`src/rtl/acs_pkg.sv`:
```
// Shared constants and types for the audio control register slave.
// Assumes an 8-register map indexed by a 4-bit subaddress field.
package acs_pkg;
    localparam int unsigned DATA_W     = 8;
    localparam int unsigned REG_COUNT  = 8;
    localparam int unsigned SUB_W      = 4;
    localparam int unsigned AINC_BIT   = 4;
    localparam int unsigned TONE_IDX   = 5;
    localparam int unsigned LIM_IDX    = 7;
    localparam int unsigned LIM_EN_BIT = 0;
    localparam int unsigned BASS_MSB   = DATA_W - 1;
    localparam logic [DATA_W-1:0] DEV_ADDR = 8'h88;
    localparam logic [DATA_W-1:0] RST_VAL  = 8'hFE;

    typedef enum logic [2:0] {
        ST_IDLE,
        ST_ADDR,
        ST_SUB,
        ST_DATA,
        ST_SKIP
    } acs_state_e;
endpackage

```
`src/rtl/acs_line_sync.sv`:
```
// Synchronises SCL and SDA into the system clock domain and reports
// SCL edges plus START and STOP conditions as one-cycle pulses.
// Assumes SCL and SDA stay at each level for more than STAGES+1 clocks.
module acs_line_sync #(
    parameter int unsigned STAGES = 2
) (
    input  logic clk,
    input  logic rst_n,
    input  logic scl_i,
    input  logic sda_i,
    output logic scl_rise,
    output logic scl_fall,
    output logic start_det,
    output logic stop_det,
    output logic sda_bit
);
    localparam int unsigned LAST = STAGES - 1;

    logic [STAGES-1:0] scl_chain;
    logic [STAGES-1:0] sda_chain;
    logic              scl_prev;
    logic              sda_prev;

    // Synchroniser chains; idle bus level is high.
    always_ff @(posedge clk) begin
        if (!rst_n) begin
            scl_chain <= '1;
            sda_chain <= '1;
        end else begin
            scl_chain <= {scl_chain[STAGES-2:0], scl_i};
            sda_chain <= {sda_chain[STAGES-2:0], sda_i};
        end
    end

    // Previous synchronised level for edge detection.
    always_ff @(posedge clk) begin
        if (!rst_n) begin
            scl_prev <= 1'b1;
            sda_prev <= 1'b1;
        end else begin
            scl_prev <= scl_chain[LAST];
            sda_prev <= sda_chain[LAST];
        end
    end

    // Edge and condition decode from synchronised levels.
    always_comb begin
        scl_rise  = scl_chain[LAST] && !scl_prev;
        scl_fall  = !scl_chain[LAST] && scl_prev;
        start_det = scl_chain[LAST] && scl_prev && sda_prev && !sda_chain[LAST];
        stop_det  = scl_chain[LAST] && scl_prev && !sda_prev && sda_chain[LAST];
        sda_bit   = sda_chain[LAST];
    end
endmodule

```
`src/rtl/acs_xfer_engine.sv`:
```
// Byte engine: shifts in bits on SCL rise, matches the device address,
// decodes the subaddress byte, issues register write strobes and drives
// the acknowledge on the ninth clock. Assumes write-only transfers.
module acs_xfer_engine
    import acs_pkg::*;
#(
    parameter logic [DATA_W-1:0] ADDR = DEV_ADDR
) (
    input  logic             clk,
    input  logic             rst_n,
    input  logic             scl_rise,
    input  logic             scl_fall,
    input  logic             start_det,
    input  logic             stop_det,
    input  logic             sda_bit,
    output logic             sda_oe,
    output logic             wr_en,
    output logic [SUB_W-1:0] wr_idx,
    output logic [DATA_W-1:0] wr_data,
    output acs_state_e       state_o
);
    localparam int unsigned CNT_W    = $clog2(DATA_W + 1);
    localparam logic [CNT_W-1:0] LAST_BIT = CNT_W'(DATA_W - 1);
    localparam logic [CNT_W-1:0] ACK_SLOT = CNT_W'(DATA_W);

    acs_state_e        state;
    logic [DATA_W-2:0] shreg;
    logic [CNT_W-1:0]  bit_cnt;
    logic [SUB_W-1:0]  ptr;
    logic              ainc;
    logic              ack_arm;
    logic [DATA_W-1:0] byte_now;
    logic              active;
    logic              byte_done;

    // Byte being completed this cycle and whether the engine is shifting.
    always_comb begin
        byte_now  = {shreg, sda_bit};
        active    = (state == ST_ADDR) || (state == ST_SUB) || (state == ST_DATA);
        byte_done = scl_rise && active && (bit_cnt == LAST_BIT);
    end

    // Write strobe toward the register bank on the last data bit.
    always_comb begin
        wr_en   = byte_done && (state == ST_DATA);
        wr_idx  = ptr;
        wr_data = byte_now;
    end

    // Transfer state, bit counting, pointer and acknowledge control.
    always_ff @(posedge clk) begin
        if (!rst_n) begin
            state   <= ST_IDLE;
            shreg   <= '0;
            bit_cnt <= '0;
            ptr     <= '0;
            ainc    <= 1'b0;
            ack_arm <= 1'b0;
            sda_oe  <= 1'b0;
        end else if (start_det) begin
            state   <= ST_ADDR;
            bit_cnt <= '0;
            ack_arm <= 1'b0;
            sda_oe  <= 1'b0;
        end else if (stop_det) begin
            state   <= ST_IDLE;
            bit_cnt <= '0;
            ack_arm <= 1'b0;
            sda_oe  <= 1'b0;
        end else begin
            if (scl_fall) begin
                sda_oe <= ack_arm && (bit_cnt == ACK_SLOT);
            end
            if (scl_rise && active) begin
                if (bit_cnt == ACK_SLOT) begin
                    bit_cnt <= '0;
                    ack_arm <= 1'b0;
                end else begin
                    shreg   <= byte_now[DATA_W-2:0];
                    bit_cnt <= bit_cnt + 1'b1;
                    if (bit_cnt == LAST_BIT) begin
                        unique case (state)
                            ST_ADDR: begin
                                if (byte_now == ADDR) begin
                                    state   <= ST_SUB;
                                    ack_arm <= 1'b1;
                                end else begin
                                    state   <= ST_SKIP;
                                end
                            end
                            ST_SUB: begin
                                ptr     <= byte_now[SUB_W-1:0];
                                ainc    <= byte_now[AINC_BIT];
                                state   <= ST_DATA;
                                ack_arm <= 1'b1;
                            end
                            ST_DATA: begin
                                ack_arm <= 1'b1;
                                if (ainc) begin
                                    ptr <= ptr + 1'b1;
                                end
                            end
                            default: ;
                        endcase
                    end
                end
            end
        end
    end

    assign state_o = state;
endmodule

```
`src/rtl/acs_reg_bank.sv`:
```
// Control register storage with a sparse index space: indices at or
// above REG_COUNT match no register. Also derives the effective bass
// limiter enable from the limiter bit and the bass field sign.
module acs_reg_bank
    import acs_pkg::*;
(
    input  logic                                clk,
    input  logic                                rst_n,
    input  logic                                wr_en,
    input  logic [SUB_W-1:0]                    wr_idx,
    input  logic [DATA_W-1:0]                   wr_data,
    output logic [REG_COUNT-1:0][DATA_W-1:0]    regs_o,
    output logic                                lim_eff_o
);
    for (genvar g = 0; g < REG_COUNT; g++) begin : g_reg
        // One control register, loaded when its index is written.
        always_ff @(posedge clk) begin
            if (!rst_n) begin
                regs_o[g] <= RST_VAL;
            end else if (wr_en && (wr_idx == SUB_W'(g))) begin
                regs_o[g] <= wr_data;
            end
        end
    end

    // Limiter is allowed only when the bass field requests boost.
    always_comb begin
        lim_eff_o = regs_o[LIM_IDX][LIM_EN_BIT] && regs_o[TONE_IDX][BASS_MSB];
    end
endmodule

```
`src/rtl/audio_ctl_i2c_slave.sv`:
```
// Top level of the write-only I2C control slave for an audio tone and
// volume processor. Connects the line synchroniser, the byte engine and
// the register bank. Assumes an external open-drain pad driven by sda_oe_o.
module audio_ctl_i2c_slave
    import acs_pkg::*;
(
    input  logic              clk,
    input  logic              rst_n,
    input  logic              scl_i,
    input  logic              sda_i,
    output logic              sda_oe_o,
    output logic [DATA_W-1:0] src_sel_o,
    output logic [DATA_W-1:0] in_gain_o,
    output logic [DATA_W-1:0] surround_o,
    output logic [DATA_W-1:0] vol_left_o,
    output logic [DATA_W-1:0] vol_right_o,
    output logic [DATA_W-1:0] tone_o,
    output logic [DATA_W-1:0] out_ctl_o,
    output logic [DATA_W-1:0] limiter_o,
    output logic              limiter_en_o
);
    logic                             scl_rise;
    logic                             scl_fall;
    logic                             start_det;
    logic                             stop_det;
    logic                             sda_bit;
    logic                             wr_en;
    logic [SUB_W-1:0]                 wr_idx;
    logic [DATA_W-1:0]                wr_data;
    acs_state_e                       eng_state;
    logic [REG_COUNT-1:0][DATA_W-1:0] bank;

    acs_line_sync #(.STAGES(2)) u_sync (
        .clk       (clk),
        .rst_n     (rst_n),
        .scl_i     (scl_i),
        .sda_i     (sda_i),
        .scl_rise  (scl_rise),
        .scl_fall  (scl_fall),
        .start_det (start_det),
        .stop_det  (stop_det),
        .sda_bit   (sda_bit)
    );

    acs_xfer_engine #(.ADDR(DEV_ADDR)) u_eng (
        .clk       (clk),
        .rst_n     (rst_n),
        .scl_rise  (scl_rise),
        .scl_fall  (scl_fall),
        .start_det (start_det),
        .stop_det  (stop_det),
        .sda_bit   (sda_bit),
        .sda_oe    (sda_oe_o),
        .wr_en     (wr_en),
        .wr_idx    (wr_idx),
        .wr_data   (wr_data),
        .state_o   (eng_state)
    );

    acs_reg_bank u_bank (
        .clk       (clk),
        .rst_n     (rst_n),
        .wr_en     (wr_en),
        .wr_idx    (wr_idx),
        .wr_data   (wr_data),
        .regs_o    (bank),
        .lim_eff_o (limiter_en_o)
    );

    // Fan the register array out to named buses.
    always_comb begin
        src_sel_o   = bank[0];
        in_gain_o   = bank[1];
        surround_o  = bank[2];
        vol_left_o  = bank[3];
        vol_right_o = bank[4];
        tone_o      = bank[TONE_IDX];
        out_ctl_o   = bank[6];
        limiter_o   = bank[LIM_IDX];
    end
endmodule

```
`config.mk`:
```
export PLATFORM = sky130hd
export DESIGN_NAME = audio_ctl_i2c_slave
export DESIGN_NICKNAME = d
export VERILOG_FILES = /design/src/rtl/acs_pkg.sv /design/src/rtl/acs_line_sync.sv /design/src/rtl/acs_xfer_engine.sv /design/src/rtl/acs_reg_bank.sv /design/src/rtl/audio_ctl_i2c_slave.sv
export SDC_FILE = /design/constraint.sdc
export NUM_CORES = 1
export LEC_CHECK = 0
export BUFFER_PORTS_ARGS = -buffer_cell sky130_fd_sc_hd__buf_4
export CAP_MARGIN = 15
export CORE_MARGIN = 4
export CORE_UTILIZATION = 35
export CTS_BUF_LIST = sky130_fd_sc_hd__clkbuf_16
export CTS_CLUSTER_SIZE = 25
export DETAILED_ROUTE_END_ITERATION = 8
export GPL_TIMING_DRIVEN = 0
export HOLD_SLACK_MARGIN = 0.06
export PLACE_DENSITY_LB_ADDON = 0.1
export SLEW_MARGIN = 15
export SYNTH_ARGS = -nofsm -noshare
export SYNTH_HDL_FRONTEND = slang
export SYNTH_SLANG_ARGS = --single-unit
```
`constraint.sdc`:
```
create_clock -name clk -period 3.4 [get_ports clk]
set_input_delay 0.17 -clock clk [delete_from_list [all_inputs] [get_ports clk]]
set_output_delay 0.17 -clock clk [all_outputs]
set_load 0.05 [all_outputs]
```
* Word level (Yosys, flattened, before mapping) *
Cells that the tools add are included.

word-level totals
  register bits after elaboration = 91
  latch bits = 0
  memory bits (writable) = 0
  memory bits (read-only) = 0
  input bits = 4
  memories = 0

operators by class
  add/sub/neg operators = 2
  multiply operators = 0
  div/mod/pow operators = 0
  magnitude comparators = 0
  equal/unequal tests = 16
  shift operators = 0
  mux-type cells = 14
  bitwise logic cells = 4
  reductions and logical operators = 42

operators by type and width
  cell                 count
  $eq 4x3->1 const B   5
  $logic_and 1x1->1    20
  $reduce_and 4->1     4
  $reduce_bool 3->1    3
  $add 4x1->4 const B  2
  $eq 4x2->1 const B   2
  $eq 8x8->1 const B   1
  $mux 1               8
  $mux 4               2
  $pmux 4 s2           1
  $reduce_and 7->1     1
  $eq 3x2->1 const B   2
  $ne 3x3->1 const B   2
  $pmux 3 s2           1
  $reduce_and 6->1     1
  $reduce_bool 2->1    3
  $eq 4x1->1 const B   1
  $eq 4x4->1 const B   1
  $logic_not 1->1      4
  $logic_not 4->1      1
  $not 1->1            4
  $reduce_bool 4->1    1
  $eq 3x1->1 const B   1
  $mux 3               1
  other kinds (5)      6

* Longest topological paths before layout *
  depth after elaboration = 8
  depth in mapped cells = 8
  mapped depth without buffers = 6

* Cells and area by module *
A second synthesis with hierarchy kept.

second synthesis, totals
  cells, all modules = 375
  area, all modules = 3794.9 sq um

by module, submodules not included
  module           instances  cells each  area each (sq um)  seq. area each (sq um)
  acs_reg_bank     1          241         2557.5             1281.2
  acs_xfer_engine  1          118         1047.3             420.4
  acs_line_sync    1          16          190.2              120.1

* Least setup slack after synthesis *
OpenSTA, ideal clock, no wires.

  path type = flip-flop to flip-flop
  start point = register u_eng.bit_cnt[0]
  end point = register u_eng.ptr[0] (netlist: u_eng.wr_idx[0])
  library setup time = 0.120 ns
  arrival = 1.450 ns
  data required time = 3.280 ns
  slack = 1.830 ns
  cell stages (with the launch flop) = 7
  path buffers = 1
  period minus slack after synthesis = 1.570 ns
  cell sequence = dfxtp_1 > ha_1 > nor2b_1 > nand4_4 > buf_6 > o21a_1 > o31a_1

between the ends
  cells in the longest elaborated chain, start to end = 3
  elaborated cells on any way between the ends = 4

RTL lines
  item                          line                    RTL
  from (decl)                   acs_xfer_engine.sv:28   logic [CNT_W-1:0] bit_cnt;
  from (signal assigned)        acs_xfer_engine.sv:80   bit_cnt <= bit_cnt + 1'b1;
  $eq 4x4->1                    acs_xfer_engine.sv:75   if (bit_cnt == ACK_SLOT) begin
  $not 1->1 (no line)           --
  $reduce_and 7->1 (no line) *  --
  to (signal assigned)          acs_xfer_engine.sv:92   ptr <= byte_now[SUB_W-1:0];
  to (signal assigned)          acs_xfer_engine.sv:100  ptr <= ptr + 1'b1;
  to (decl)                     acs_xfer_engine.sv:29   logic [SUB_W-1:0] ptr;

Every way passes the cells marked *; elsewhere a longest branch is shown, timed or not.
A chain may end at the register's enable or synchronous reset.

* Worst setup path after layout *
  start point = register u_eng.state[2] (netlist: u_eng.state_o[2])
  end point = register u_bank.regs_o[42] in the netlist's numbering

between the ends
  cells in the longest elaborated chain, start to end = 7
  elaborated cells on any way between the ends = 9

RTL lines
  item                                      line                   RTL
  from (decl)                               acs_xfer_engine.sv:26  acs_state_e state;
  from (signal assigned)                    acs_xfer_engine.sv:53  state <= ST_IDLE;
  from (signal assigned)                    acs_xfer_engine.sv:61  state <= ST_ADDR;
  from (signal assigned)                    acs_xfer_engine.sv:66  state <= ST_IDLE;
  $eq 3x1->1 or $eq 3x2->1 (tied branches)  acs_xfer_engine.sv:39  active = (state == ST_ADDR) || (state == ST_SUB) || (state == ST_DATA);
  $logic_or 1x1->1 (2 in a row)             acs_xfer_engine.sv:39
  $logic_and 1x1->1 (2 in a row)            acs_xfer_engine.sv:40  byte_done = scl_rise && active && (bit_cnt == LAST_BIT);
  $logic_and 1x1->1 *                       acs_xfer_engine.sv:45  wr_en = byte_done && (state == ST_DATA);
  $logic_and 1x1->1 *                       acs_reg_bank.sv:20     end else if (wr_en && (wr_idx == SUB_W'(g))) begin
  to (signal, indexed assignment)           acs_reg_bank.sv:21     regs_o[g] <= wr_data;
  to (decl)                                 acs_reg_bank.sv:12     output logic [REG_COUNT-1:0][DATA_W-1:0] regs_o,

Marked as above.

==> PnR_summary.wiki <==
{| class="wikitable"
! Metric !! Value
|-
| Top_reg_cell synth || sky130_fd_sc_hd__dfxtp_1
|-
| Cell leakage power || about 1.8 nW
|-
| Sum of routed wire length over all layers || roughly 11 mm
|-
| Count of unique library cells instantiated by Yosys || 44
|-
| Post-DR vias/cell || roughly 5.3
|-
| Max Freq || 526 MHz
|-
| DP Wirelength || between 7 and 8 mm
|-
| Final worst path period share || 0.559
|-
| Final total power || 2.02 mW
|-
| Clock tree from TritonCTS || yes
|-
| Hold Path Class || in2reg
|-
| Antenna violations before repair || 0
|-
| Run status || finished, final reports clean
|-
| Clock Tree Root || sky130_fd_sc_hd__clkbuf_16
|-
| Post-synthesis sequential area ratio || 0.475
|-
| Starting utilization of the core area || 0.365
|-
| Fraction of synthesis flops using an asynchronous set or reset pin || 0
|-
| Total power per unit cell area || about 420 nW/um^2
|-
| Cell count after placement || ~660
|-
| GRT Total Usage || 0.185
|-
| Element type at the critical path start || register
|-
| Type of the setup path with the least slack || reg2reg
|-
| Max-slew violations || 0
|-
| Final setup violation count || 0
|-
| Die Y-Extent || ~110 microns
|-
| EDFF count, synth || 0
|-
| Data required time at the worst endpoint || 3.61 ns
|-
| Number of max-capacitance violations reported || 0
|-
| Minimum period implied by the final worst setup slack || around 1.9 ns
|-
| Final-stage net count || between 500 and 600
|-
| Maximum number of pins on one net before global-route repair || 15
|-
| Maximum VDD drop || slightly below 0.2 mV
|-
| Average wire per cell in the routed design || about 17 microns
|-
| Count of routing violations after the opening detailed-route iteration || between 200 and 250
|-
| Number of instances in the synthesized netlist || approximately 450
|-
| Die area || about 13000 sq um
|-
| Synth Net Count || between 400 and 500
|-
| Sum of negative setup slack || 0 ns
|-
| Kind of capture point of the worst setup path || register
|-
| Global-route wire length before repair || around 19 mm
|-
| Remaining DRCs || 0
|-
| Arrival time at the worst endpoint || around 2.1 ns
|-
| Iteration count of the initial detailed-routing pass || 4
|-
| Post-DRT Antenna Nets || 0
|-
| Worst-path clk slew || ~0.06 ns
|-
| Fillers || 1074
|-
| Mean instance size in the synthesized netlist || ~8.5 sq um
|-
| Cells along the critical path || nor3b_4, nand4_4, buf_6, clkbuf_1, o21ai_0, nand3_1
|-
| Number of warnings reported in the yosys synthesis log || 0
|-
| Final clock skew || approximately 0.013 ns
|-
| Vias || roughly 3600
|-
| Cell area after synthesis || 3840 sq um
|-
| Number of global-route vias before repair || 3457
|-
| Layout cells sized above 1 || 0.188
|-
| Slew at the pin closest to its max-slew limit || 0.747 ns
|-
| Number of cell rows || 37
|-
| Placeable Area || 10500 sq um
|-
| Worst-skew pair later-pin latency || around 0.35 ns
|-
| Hold slack || around 0.15 ns
|-
| Number of hold violations in the final report || 0
|-
| Cts bufs inserted || 9
|-
| Clock sink count || 91
|-
| Total grt overflow || 0
|-
| # H-tree levels || 3
|-
| I/O pin cnt || 70
|-
| Minimum setup slack among reg-to-reg paths || 1.50 ns
|-
| Number of antenna repair diodes || 0
|-
| Port Buf Inserts || about 70
|-
| Normalized max-slew margin || 0.502
|-
| Maximum number of buffers from clock root to sink || 2
|-
| Leading cell type in the layout, fill and taps excluded || sky130_fd_sc_hd__nand3_1
|-
| Count of state elements after synthesis || between 90 and 100
|-
| Critical Path Fanout Max || 10
|-
| Final cell count without fillers || about 670
|-
| Standard cell with the maximum stage delay on the critical path || sky130_fd_sc_hd__nor3b_4
|-
| Top library cells by usage in the layout, fill and taps aside || sky130_fd_sc_hd__nand3_1 (131), sky130_fd_sc_hd__dfxtp_1 (91), sky130_fd_sc_hd__buf_4 (69)
|-
| Signed area change from the synthesized netlist to the final layout || 25.1%
|-
| Die Width || roughly 110 microns
|-
| Resized Gates After CTS || 0
|-
| Placer congestion estimate || approximately 0.83
|-
| Setup repair after global routing missed its margin || false
|-
| Biggest cell delay along the critical path || 0.42 ns
|}
-- per-stage QoR --
| stage | util | worst slack, ns | area, sq um |
|---|---|---|---|
| floorplan | - | 1.83 | 3840 |
| CTS | 0.457 | 1.46 | 4800 |
| detailed placement | 0.430 | 1.49 | 4520 |
| global route | 0.457 | 1.27 | 4800 |
| finish | 0.457 | 1.50 | 4800 |
| global placement | 0.430 | 1.53 | 4520 |
-- layout make-up --
type / count / area (sq um) / area share
Tap cell: 136 / 170 / 0.0355
Clock inverter: 7 / 36.3 / 0.00756
Buffer: 45 / 226 / 0.0472
Sequential cell: 91 / 1820 / 0.380
Clock buffer: 9 / 225 / 0.0469
Inverter: 8 / 30.0 / 0.00626
Multi-Input combinational cell: 308 / 1760 / 0.367
Timing Repair Buffer: 70 / 531 / 0.111
-- sequential cells by signal, indices dropped and copies added, names as in the netlist --
signal	cells
u_bank.regs_o	64
u_eng.shreg	7
u_eng.bit_cnt	4
u_eng.wr_idx	4
u_eng.state_o	3
u_sync.scl_chain	2
u_sync.sda_chain	2
u_eng.ack_arm	1
u_eng.ainc	1
u_eng.sda_oe	1
u_sync.scl_prev	1
u_sync.sda_prev	1
-- Yosys cell counts (4+ instances only) --
library cell | n | share of area
sky130_fd_sc_hd__nand2_1 | 11 | 0.011
sky130_fd_sc_hd__o21ai_0 | 63 | 0.082
sky130_fd_sc_hd__mux2i_1 | 7 | 0.018
sky130_fd_sc_hd__buf_2 | 7 | 0.0091
sky130_fd_sc_hd__and3_1 | 9 | 0.015
sky130_fd_sc_hd__ha_1 | 6 | 0.020
sky130_fd_sc_hd__inv_1 | 8 | 0.0078
sky130_fd_sc_hd__nor2_1 | 13 | 0.013
sky130_fd_sc_hd__o21ai_1 | 4 | 0.0052
sky130_fd_sc_hd__buf_6 | 6 | 0.018
sky130_fd_sc_hd__a21oi_1 | 16 | 0.021
sky130_fd_sc_hd__dfxtp_1 | 91 | 0.47
sky130_fd_sc_hd__nand2b_1 | 9 | 0.015
sky130_fd_sc_hd__clkbuf_1 | 31 | 0.030
sky130_fd_sc_hd__nand3_1 | 131 | 0.17
-- critical path, delay by kind of cell, from the launching register on --
kind / cells / cell delay, ns
and+or+nand+nor: 3 / 0.73
buffers and inverters: 2 / 0.42
DFF: 1 / 0.37
AOI/OAI and AO/OA: 1 / 0.24
-- kinds of logic (layout without fill, tap and decap cells) --
family | after synthesis | count (layout) | share of synthesized area
XOR/XNOR | 3 | 3 | 0.00685
multiplexers | 7 | 7 | 0.0183
flip-flops | 91 | 91 | 0.475
AND/OR/NAND/NOR | 193 | 193 | 0.267
buffers and inverters | 53 | 139 | 0.0668
AO/OA/AOI/OAI | 99 | 99 | 0.147
adder cells (fa/ha/maj) | 6 | 6 | 0.0196
-- where the power goes --
group,internal [mW],switching (mW)
logic,0.0145,0.0336
clock network,0.485,0.415
registers,1.07,0.00217
total,1.57,0.451
-- what timing repair did --
action / CTS / global route
setup buffers: 0 / 0
hold buffers: 2 / 0
endpoints found under the hold margin: 2 / 0
-- final timing paths --
| path | to | cells after the start | startpoint |
|---|---|---|---|
| max reg2reg | u_bank.regs_o[42]$_SDFFE_PN1P_ | 6 | u_eng.state_o[2]$_SDFFE_PP0P_ |
| max | u_bank.regs_o[42]$_SDFFE_PN1P_ | 6 | u_eng.state_o[2]$_SDFFE_PP0P_ |
| min reg2reg | u_sync.scl_chain[1]$_SDFF_PN1_ | 1 | u_sync.scl_chain[0]$_SDFF_PN1_ |
| min | u_sync.scl_prev$_SDFF_PN1_ | 2 | rst_n |
-- per-layer routing --
layer | share of wire | vias to the layer above | global-route usage
li1 | - | 1777 | -
met1 | 0.46 | 1703 | 0.262
met2 | 0.46 | 91 | 0.280
met3 | 0.066 | 13 | 0.0289
met4 | 0.016 | 0 | 0.0785
met5 | 0 | - | 0
Power figures use the tool's default switching activity.
